===== config.mk =====
export PLATFORM = sky130hd
export DESIGN_NAME = irq_status_unit
export DESIGN_NICKNAME = d
export VERILOG_FILES = /design/src/rtl/irq_stat_pkg.sv /design/src/rtl/irq_src_cell.sv /design/src/rtl/irq_abort_latch.sv /design/src/rtl/irq_bus_port.sv /design/src/rtl/irq_status_unit.sv
export SDC_FILE = /design/constraint.sdc
export NUM_CORES = 1
export LEC_CHECK = 0
export BUFFER_PORTS_ARGS = -buffer_cell sky130_fd_sc_hd__buf_4
export CORE_MARGIN = 2
export CORE_UTILIZATION = 40
export DETAILED_ROUTE_END_ITERATION = 10
export MAX_ROUTING_LAYER = met4
export PLACE_DENSITY_LB_ADDON = 0.25
export SLEW_MARGIN = 30
export SYNTH_ARGS = -nofsm -noshare
export SYNTH_HDL_FRONTEND = slang
export SYNTH_SLANG_ARGS = --single-unit

===== constraint.sdc =====
create_clock -name clk -period 1.7 [get_ports clk]
set_input_delay 0.255 -clock clk [delete_from_list [all_inputs] [get_ports clk]]
set_output_delay 0.255 -clock clk [all_outputs]
set_load 0.05 [all_outputs]

===== src/rtl/irq_stat_pkg.sv =====
// Shared constants for the interrupt status unit.
// Assumes a fixed set of twelve sources whose bit positions software decodes.
package irq_stat_pkg;
    localparam int NSRC       = 12;
    localparam int A_RAW      = 0;
    localparam int A_MASK     = 1;
    localparam int A_MSTAT    = 2;
    localparam int A_CLRALL   = 3;
    localparam int A_REASON   = 4;
    localparam int A_CLR_BASE = 5;
    localparam int BIT_ABRT   = 6;
    localparam int BIT_ACT    = 8;
    localparam logic [NSRC-1:0] LEVEL_SRC  = 12'h014;
    localparam logic [NSRC-1:0] STICKY_SRC = ~LEVEL_SRC;
endpackage


===== src/rtl/irq_src_cell.sv =====
// One raw status bit. IS_LEVEL picks the variant:
// a level bit registers its input, and a sticky bit is set by a pulse and cleared by clr.
// Assumes clr is already qualified by the read strobe. The event wins over clr.
module irq_src_cell #(
    parameter bit IS_LEVEL = 1'b0
) (
    input  logic clk,
    input  logic rst_n,
    input  logic evt,
    input  logic clr,
    output logic q
);
    generate
        if (IS_LEVEL) begin : g_level
            // Purpose: follow the level input one cycle late.
            always_ff @(posedge clk) begin
                if (!rst_n) q <= 1'b0;
                else        q <= evt;
            end
        end else begin : g_sticky
            // Purpose: set on a pulse, clear on a read, with the pulse taking priority.
            always_ff @(posedge clk) begin
                if (!rst_n)   q <= 1'b0;
                else if (evt) q <= 1'b1;
                else if (clr) q <= 1'b0;
            end
        end
    endgenerate
endmodule


===== src/rtl/irq_abort_latch.sv =====
// Accumulates abort cause bits while an abort is pending.
// Assumes capture is the transmit-abort pulse. A capture in the same cycle as a clear
// loads the incoming vector only.
module irq_abort_latch #(
    parameter int W = 12
) (
    input  logic         clk,
    input  logic         rst_n,
    input  logic         capture,
    input  logic [W-1:0] reason_in,
    input  logic         clr,
    output logic [W-1:0] reason_q
);
    // Purpose: hold the OR of the causes seen since the last clear.
    always_ff @(posedge clk) begin
        if (!rst_n)
            reason_q <= '0;
        else if (clr)
            reason_q <= capture ? reason_in : '0;
        else if (capture)
            reason_q <= reason_q | reason_in;
    end
endmodule


===== src/rtl/irq_bus_port.sv =====
// Register decode for the status unit: holds the mask, makes the per-bit clear
// strobes, and registers the read data. Assumes strobes last one cycle.
module irq_bus_port
    import irq_stat_pkg::*;
#(
    parameter int ADDR_W = 5,
    parameter int DATA_W = 16
) (
    input  logic              clk,
    input  logic              rst_n,
    input  logic [ADDR_W-1:0] addr,
    input  logic              rd,
    input  logic              wr,
    input  logic [DATA_W-1:0] wdata,
    input  logic [NSRC-1:0]   raw,
    input  logic [NSRC-1:0]   reason,
    output logic [NSRC-1:0]   mask_q,
    output logic [NSRC-1:0]   clr_vec,
    output logic              reason_clr,
    output logic [DATA_W-1:0] rdata
);
    logic              hit_all;
    logic [DATA_W-1:0] rd_val;

    assign hit_all = (addr == ADDR_W'(A_CLRALL));

    genvar gi;
    generate
        for (gi = 0; gi < NSRC; gi++) begin : g_clr
            assign clr_vec[gi] = rd && (hit_all || addr == ADDR_W'(A_CLR_BASE + gi));
        end
    endgenerate

    assign reason_clr = rd && (hit_all || addr == ADDR_W'(A_CLR_BASE + BIT_ABRT));

    // Purpose: mask register, written only at its own address.
    always_ff @(posedge clk) begin
        if (!rst_n)
            mask_q <= '0;
        else if (wr && addr == ADDR_W'(A_MASK))
            mask_q <= wdata[NSRC-1:0];
    end

    // Purpose: select the value returned for the addressed register.
    always_comb begin
        rd_val = '0;
        if (addr == ADDR_W'(A_RAW) || hit_all) rd_val = DATA_W'(raw);
        if (addr == ADDR_W'(A_MASK))           rd_val = DATA_W'(mask_q);
        if (addr == ADDR_W'(A_MSTAT))          rd_val = DATA_W'(raw & mask_q);
        if (addr == ADDR_W'(A_REASON))         rd_val = DATA_W'(reason);
        for (int i = 0; i < NSRC; i++) begin
            if (addr == ADDR_W'(A_CLR_BASE + i)) rd_val = DATA_W'(raw[i]);
        end
    end

    // Purpose: register read data for one cycle per strobe, and return 0 otherwise.
    always_ff @(posedge clk) begin
        if (!rst_n) rdata <= '0;
        else        rdata <= rd ? rd_val : '0;
    end
endmodule


===== src/rtl/irq_status_unit.sv =====
// Top of the interrupt status unit. It collects twelve sources into a raw vector,
// masks them into one interrupt, and clears them on reads.
// Assumes the event pulses are synchronous to clk.
module irq_status_unit
    import irq_stat_pkg::*;
#(
    parameter int ADDR_W = 5,
    parameter int DATA_W = 16
) (
    input  logic              clk,
    input  logic              rst_n,
    input  logic              ctrl_en,
    input  logic [NSRC-1:0]   evt_in,
    input  logic [NSRC-1:0]   abort_reason_in,
    input  logic [ADDR_W-1:0] bus_addr,
    input  logic              bus_rd,
    input  logic              bus_wr,
    input  logic [DATA_W-1:0] bus_wdata,
    output logic [DATA_W-1:0] bus_rdata,
    output logic              irq_o,
    output logic              svc_pending_o
);
    logic [NSRC-1:0] raw_q;
    logic [NSRC-1:0] mask_q;
    logic [NSRC-1:0] reason_q;
    logic [NSRC-1:0] clr_vec;
    logic            reason_clr;
    logic [NSRC-1:0] act_mask;

    assign act_mask = NSRC'(1) << BIT_ACT;

    genvar gs;
    generate
        for (gs = 0; gs < NSRC; gs++) begin : g_src
            irq_src_cell #(.IS_LEVEL(LEVEL_SRC[gs])) u_cell (
                .clk   (clk),
                .rst_n (rst_n),
                .evt   (evt_in[gs]),
                .clr   (clr_vec[gs]),
                .q     (raw_q[gs])
            );
        end
    endgenerate

    irq_abort_latch #(.W(NSRC)) u_abort (
        .clk       (clk),
        .rst_n     (rst_n),
        .capture   (evt_in[BIT_ABRT]),
        .reason_in (abort_reason_in),
        .clr       (reason_clr),
        .reason_q  (reason_q)
    );

    irq_bus_port #(.ADDR_W(ADDR_W), .DATA_W(DATA_W)) u_bus (
        .clk        (clk),
        .rst_n      (rst_n),
        .addr       (bus_addr),
        .rd         (bus_rd),
        .wr         (bus_wr),
        .wdata      (bus_wdata),
        .raw        (raw_q),
        .reason     (reason_q),
        .mask_q     (mask_q),
        .clr_vec    (clr_vec),
        .reason_clr (reason_clr),
        .rdata      (bus_rdata)
    );

    // Purpose: a single interrupt from the masked status, gated by the enable.
    assign irq_o         = ctrl_en && |(raw_q & mask_q);
    // Purpose: service request that ignores a lone activity bit.
    assign svc_pending_o = ctrl_en && |(raw_q & ~act_mask);
endmodule


==> results of run 1 <==
-- flip-flops by register name, summed over array words and instances (netlist names) --
name	flops
u_bus.rdata	12
g_src.u_cell.q	12
u_abort.reason_q	12
u_bus.mask_q	12
-- synth_stat cells, types with 4 or more instances --
cell type   n
o21a_1      5
clkbuf_1    9
o21ai_0     5
nand2b_1    4
nor2b_1    21
inv_1       4
nand2_1    21
a21boi_1   12
a21o_1     11
a22oi_1    13
dfxtp_1    48
buf_2      10
a222oi_1   11
nor2_1     20
a31oi_1     4
a21oi_1    10
nand3_1    15
buf_4       5
a22o_1      4
nor3_1      5
-- worst max-delay path: stages (launching register included) --
cell,delay [ns]
dfxtp_2,0.37
a22o_1,0.20
a221oi_2,0.23
a31oi_2,0.15
buf_6,0.18
-- per-stage QoR --
| stage | worst slack [ns] | power (W) | instance area [um2] | cells | hold WS, ns |
|---|---|---|---|---|---|
| 6_report | 0.0244 | 0.00229 | 3080 | 416 | 0.146 |
| 5_1_grt | -0.0369 | 0.00239 | 3080 | 416 | 0.162 |
| 4_1_cts | 0.000491 | 0.00230 | 3080 | 416 | 0.149 |
| 3_5_place_dp | -0.0363 | 0.00161 | 2960 | 409 | 0.465 |
| 3_3_place_gp | -0.0264 | 0.00161 | 2960 | 409 | 0.460 |
| 2_1_floorplan | 0.110 | 0.00145 | 2410 | 280 | 0.379 |
-- power by group through the flow --
stage          Clock, W  Sequential (W)  Combinational [W]
6_report       0.000701         0.00122           0.000374
5_1_grt        0.000759         0.00122           0.000409
3_3_place_gp          0         0.00124           0.000368
2_1_floorplan         0         0.00123           0.000219
4_1_cts        0.000714         0.00122           0.000373
3_5_place_dp          0         0.00124           0.000371
-- worst min-delay path by stage --
stage / slack, ns / to
5_1_grt: 0.16 / g_src[5].u_cell.q$_SDFFE_PN0P_
3_3_place_gp: 0.46 / u_bus.mask_q[9]$_SDFFE_PN0P_
3_5_place_dp: 0.47 / u_bus.mask_q[9]$_SDFFE_PN0P_
4_1_cts: 0.15 / g_src[0].u_cell.q$_SDFFE_PN0P_
6_report: 0.15 / g_src[0].u_cell.q$_SDFFE_PN0P_
2_1_floorplan: 0.38 / g_src[0].u_cell.q$_SDFFE_PN0P_
-- timing repair --
item | CTS | global route
pin swaps | 0 | 2
setup endpoints to repair | 1 | 2
resized for setup | 6 | 2
-- layout by cell type (no fill, tap or decap), drive strengths merged, types with 2 or more instances in the layout --
cell    Yosys  layout
buf        16      79
dfxtp      48      48
nand2      21      21
nor2b      21      21
nor2       20      20
nand3      15      15
a22oi      13      13
a21boi     13      13
a21o       11      11
a222oi     11      11
a21oi      10      10
clkbuf      9       6
nor3        5       5
o21ai       5       5
o21a        5       5
a22o        4       4
inv         4       4
nand2b      4       4
conb        1       4
a31oi       4       4
a221oi      3       3
o22ai       3       3
xnor2       3       3
o31a        3       3
mux2i       3       3
nor4        2       2
nand4       2       2
or2         2       2
and2        2       2
o21bai      2       2
nor3b       2       2
-- routing by layer --
metal	part of all wire	vias to the layer above	global-route usage	wire (um)
met3	0.071	10	0.0422	454
met2	0.47	93	0.314	2990
li1	-	1136	-	-
met5	0	-	-	0
met1	0.45	1078	0.285	2880
met4	0.016	0	0.0576	100
-- cell type report --
class                           count  area [um2]
Sequential cell                    48         967
Inverter                            4        15.0
Clock buffer                        6        82.6
Fill cell                         596        2770
Multi-Input combinational cell    203        1320
Timing Repair Buffer               79         597
Tap cell                           75        93.8
Clock inverter                      1        8.76
-- cells by family after synthesis --
| family | after synthesis | synth area share |
|---|---|---|
| AO/OA/AOI/OAI | 92 | 0.288 |
| XOR/XNOR | 3 | 0.0110 |
| buffers and inverters | 29 | 0.0617 |
| flip-flops | 48 | 0.402 |
| multiplexers | 4 | 0.0173 |
| other | 1 | 0.00157 |
| AND/OR/NAND/NOR | 100 | 0.218 |
==> results.toml, run 1 <==
[power]
swShare = 0.268
intPower_w = 0.00168
power.share.combinational = 0.163
p_clk_frac = 0.306
power.switching_w = 0.000614
vdd_ir_drop_max_mv = 0.398
p_leak_nw = 1.30
power_frac_seq = 0.531
p_per_area_nw_per_um2 = 744

[yosys]
yosys_register_bits = 48
ys_types = 45
netlist_top_cells_area = "dfxtp_1 (40%), nor2b_1 (5.5%), a222oi_1 (4.6%)"
synth_top_cell_by_area = "dfxtp_1"
synth_edf_count = 0
postSynthCellCount = 277
yosysWarnings = 0
syn_avg_cell_area_um2 = 8.63
synth_ff_type = "dfxtp_1"
synthArstFlopShare = 0
yosysSeqAreaShare = 0.402
synth_top_area_frac = 0.402
syn_area_um2 = 2390

[die]
die_area_um2 = 6610
initial_utilization = 0.409
die_h_um = 81.3
ios = 68
die_x_um = 81.3
rows = 28
core_um2 = 5850

[setup_path]
start_kind = "register"
cp_data_arrival_time_ns = 1.42
endpoint_kind = "primary output"
rr_worst_depth = 5
crit_end = "irq_o"
rrSetupSlack_ns = 0.22
crit_type = "reg -> out"
required_ns = 1.44
rr_endpoint = "u_bus.rdata[0]$_SDFF_PN0_"
worstPathMaxFanout = 6
startpoint = "g_src[4].u_cell.q$_SDFF_PN0_"
reg2reg_from = "g_src[6].u_cell.q$_SDFFE_PN0P_"

[clock_tree]
clkSlewWorstSetupHoldPaths_ns = 0.09
tritoncts = "yes"
cts_buffers = 5
clock-root-buffer = "clkbuf_8"
cts-htree-levels = 2
clockBufferDepth = 2
clock_latency_ns = 0.31
cts_setup_buffers = 0
hold_buffers = 0
cts.sinks = 48

[global_routing]
grt_pass1_vias = 2075
grt_use_total = 0.209
grt_pass1_wl_um = 10200
antenna_found_initial = 0
grt_max_degree = 37
grt-ovfl-total = 0

[min_path]
min-delay-start = "evt_in[0]"
hold_depth = 2
hold_path_class = "in -> reg"

[detailed_routing]
final_antenna_net_count = 0
drc = 0
dr.pass1.iters = 6
routed_wl_um = 6430
vias = 2317
viasPerCell = 5.57
wl_per_cell_um = 15.5
drtIter0Drc = 250

[placed_design]
io_buffers = 59
dp_hpwl_um = 4900
gp_congestion = 0.933

[sta]
fmax_ghz = 0.597
finClkSkew_ns = 0.0123
fin_tns_setup_ns = 0
rsz0062_at_grt = "true"
setup_viol = 0
fin_crit_ns = 1.68
finalCritPeriodShare = 0.986
drv_slew = 0
hold_viol = 0

[status]
status = "finished, final reports clean"

[finish]
drive_gt1_frac = 0.287
diodes = 0
nNetsFinal = 391
final_util = 0.527
areaGrowthSynthToFinish_pct = 28.9

[job]
drv_cap = 0
Power figures use the tool's default switching activity.
==> run 2: changes to the inputs <==
--- a/config.mk
+++ b/config.mk
@@ -5,6 +5,7 @@
 export SDC_FILE = /design/constraint.sdc
 export NUM_CORES = 1
 export LEC_CHECK = 0
+export ABC_AREA = 1
 export BUFFER_PORTS_ARGS = -buffer_cell sky130_fd_sc_hd__buf_4
 export CORE_MARGIN = 2
 export CORE_UTILIZATION = 40
==> results.toml, run 2 <==
[die]
die_x_um = 78.9
ios = 68
rows = 27
core_um2 = 5470
die_area_um2 = 6230
die_h_um = 78.9
initial_utilization = 0.410

[finish]
final_cell_mix = "nand2_1 (70), buf_4 (68), a21oi_1 (45), dfxtp_1 (38), nor2_1 (34)"
nFillCells = 575
layout_commonest_cell = "nand2_1"
diodes = 0
areaGrowthSynthToFinish_pct = 30.6
multiInputGateArea_um2 = 1120
seqCellArea_um2 = 981
drive_gt1_frac = 0.264
nNetsFinal = 428

[clock_tree]
tritoncts = "yes"
cts_buffers = 5
post_cts_resized = 0
cts-htree-levels = 2
hold_buffers = 0
cts.sinks = 48
clock-root-buffer = "clkbuf_8"
clockBufferDepth = 2
cts_setup_buffers = 0
clock_latency_ns = 0.31
clkSlewWorstSetupHoldPaths_ns = 0.09

[detailed_routing]
wl_met1_um = 2960
viasPerCell = 5.05
final_antenna_net_count = 0
dr.pass1.iters = 4
drc = 0
routed_wl_um = 5950
vias = 2279
wl_met3_um = 286
highest_layer = "met4"
wl_per_cell_um = 13.2
drtIter0Drc = 136
met2_length_um = 2640

[setup_path]
rr_endpoint = "u_bus.rdata[0]$_SDFF_PN0_"
rr_worst_depth = 12
worstPathCellList = "nand2_1, nand4_1, o31ai_2, inv_1, buf_6"
endpoint_kind = "primary output"
slowest_delay_ns = 0.35
cp_data_arrival_time_ns = 1.34
worstSetupPathDepth = 5
rrSetupSlack_ns = 0.42
crit_type = "reg -> out"
start_kind = "register"
slowest_stage = "dfxtp_2"
crit_family = "flip-flops"
reg2reg_from = "g_src[0].u_cell.q$_SDFFE_PN0P_"
required_ns = 1.44
crit_end = "irq_o"
startpoint = "g_src[5].u_cell.q$_SDFFE_PN0P_"
path_buf_inv = 2
worstPathMaxFanout = 5

[power]
swShare = 0.245
p_leak_nw = 1.26
power.share.combinational = 0.118
p_clk_frac = 0.398
intPower_w = 0.00189
power_frac_seq = 0.483
p_per_area_nw_per_um2 = 854
vdd_ir_drop_max_mv = 0.448
p_total_w = 0.00251
power.switching_w = 0.000615

[global_routing]
grt_use_total = 0.206
grt_max_degree = 35
grt_pass1_wl_um = 9860
grt_pass1_vias = 2050
antenna_found_initial = 0
grt-ovfl-total = 0

[yosys]
syn_area_um2 = 2250
synth_ff_type = "dfxtp_1"
synth_edf_count = 0
yosysWarnings = 0
yosysSeqAreaShare = 0.428
postSynthCellCount = 318
yosys_register_bits = 48
synthArstFlopShare = 0
synth_top_area_frac = 0.428
netlist_top_cells_area = "dfxtp_1 (43%), nand2_1 (12%), a21oi_1 (10%)"
synth_most_common_cell = "nand2_1"
ys_types = 27
syn_avg_cell_area_um2 = 7.06
netlist_top_cells_count = "nand2_1 (72), dfxtp_1 (48), a21oi_1 (45), nor2_1 (34)"
synth_top_cell_by_area = "dfxtp_1"

[sta]
fin_tns_setup_ns = 0
finClkSkew_ns = 0.00437
fmax_ghz = 0.626
finalCritPeriodShare = 0.939
drv_slew = 0
hold_viol = 0
setup_viol = 0
whs_ns = 0.123
fin_crit_ns = 1.60

[placed_design]
dp_hpwl_um = 4510
io_buffers = 59
gp_congestion = 0.905

[status]
status = "finished, final reports clean"

[job]
drv_cap = 0

[min_path]
hold_path_class = "in -> reg"
==> run 2: how the worst min path moves through the flow <==
| stage | from | endpoint | slack [ns] | cells past startpoint |
|---|---|---|---|---|
| finish | evt_in[4] | g_src[4].u_cell.q$_SDFF_PN0_ | 0.12 | 3 |
| global route | evt_in[2] | g_src[2].u_cell.q$_SDFF_PN0_ | 0.14 | 3 |
| CTS | evt_in[4] | g_src[4].u_cell.q$_SDFF_PN0_ | 0.11 | 3 |
| detailed placement | evt_in[4] | g_src[4].u_cell.q$_SDFF_PN0_ | 0.44 | 3 |
| global placement | evt_in[4] | g_src[4].u_cell.q$_SDFF_PN0_ | 0.44 | 3 |
| floorplan | rst_n | g_src[2].u_cell.q$_SDFF_PN0_ | 0.35 | 2 |
==> run 2: logic make-up (layout without fill, tap and decap cells) <==
kind of cell | Yosys count | count (layout) | share of synthesized area
compound gates | 81 | 81 | 0.204
simple gates | 147 | 147 | 0.284
flops | 48 | 48 | 0.428
buf+inv | 41 | 99 | 0.0824
other cells | 1 | 4 | 0.00167
==> run 2: tightest hold or removal path, stage by stage <==
cell	delay (ns)
buf_4	0.07
nand2_1	0.04
inv_1	0.04
==> run 2: cell type report <==
type                    instances  area share
flip-flops and latches         48       0.334
repair buffers                 69       0.178
well taps                      72      0.0307
multi-input cells             232       0.382
inverters                      22      0.0281
clock inverters                 3      0.0235
clock buffers                   5      0.0235
==> run 2: per-layer routing <==
layer / global-route usage / vias up
met1: 0.294 / 1034
met4: 0.0466 / 0
met5: - / -
met3: 0.0375 / 7
li1: - / 1180
met2: 0.306 / 58
==> run 2: stage by stage <==
stage	cell area [um2]	util	std cells	setup slack (ns)
after floorplan	2260	-	321	0.132
after global placement	2760	0.505	443	0.103
after detailed placement	2760	0.505	443	0.0842
after CTS	2900	0.530	451	0.00765
after global routing	2930	0.536	451	-0.0107
final	2930	0.536	451	0.103
==> run 2: power by group through the flow <==
stage | registers, W | clock network (W) | logic (W)
floorplan | 0.00123 | 0 | 0.000166
global route | 0.00122 | 0.00106 | 0.000330
finish | 0.00121 | 0.000998 | 0.000297
global placement | 0.00123 | 0 | 0.000293
CTS | 0.00121 | 0.00101 | 0.000296
detailed placement | 0.00124 | 0 | 0.000295
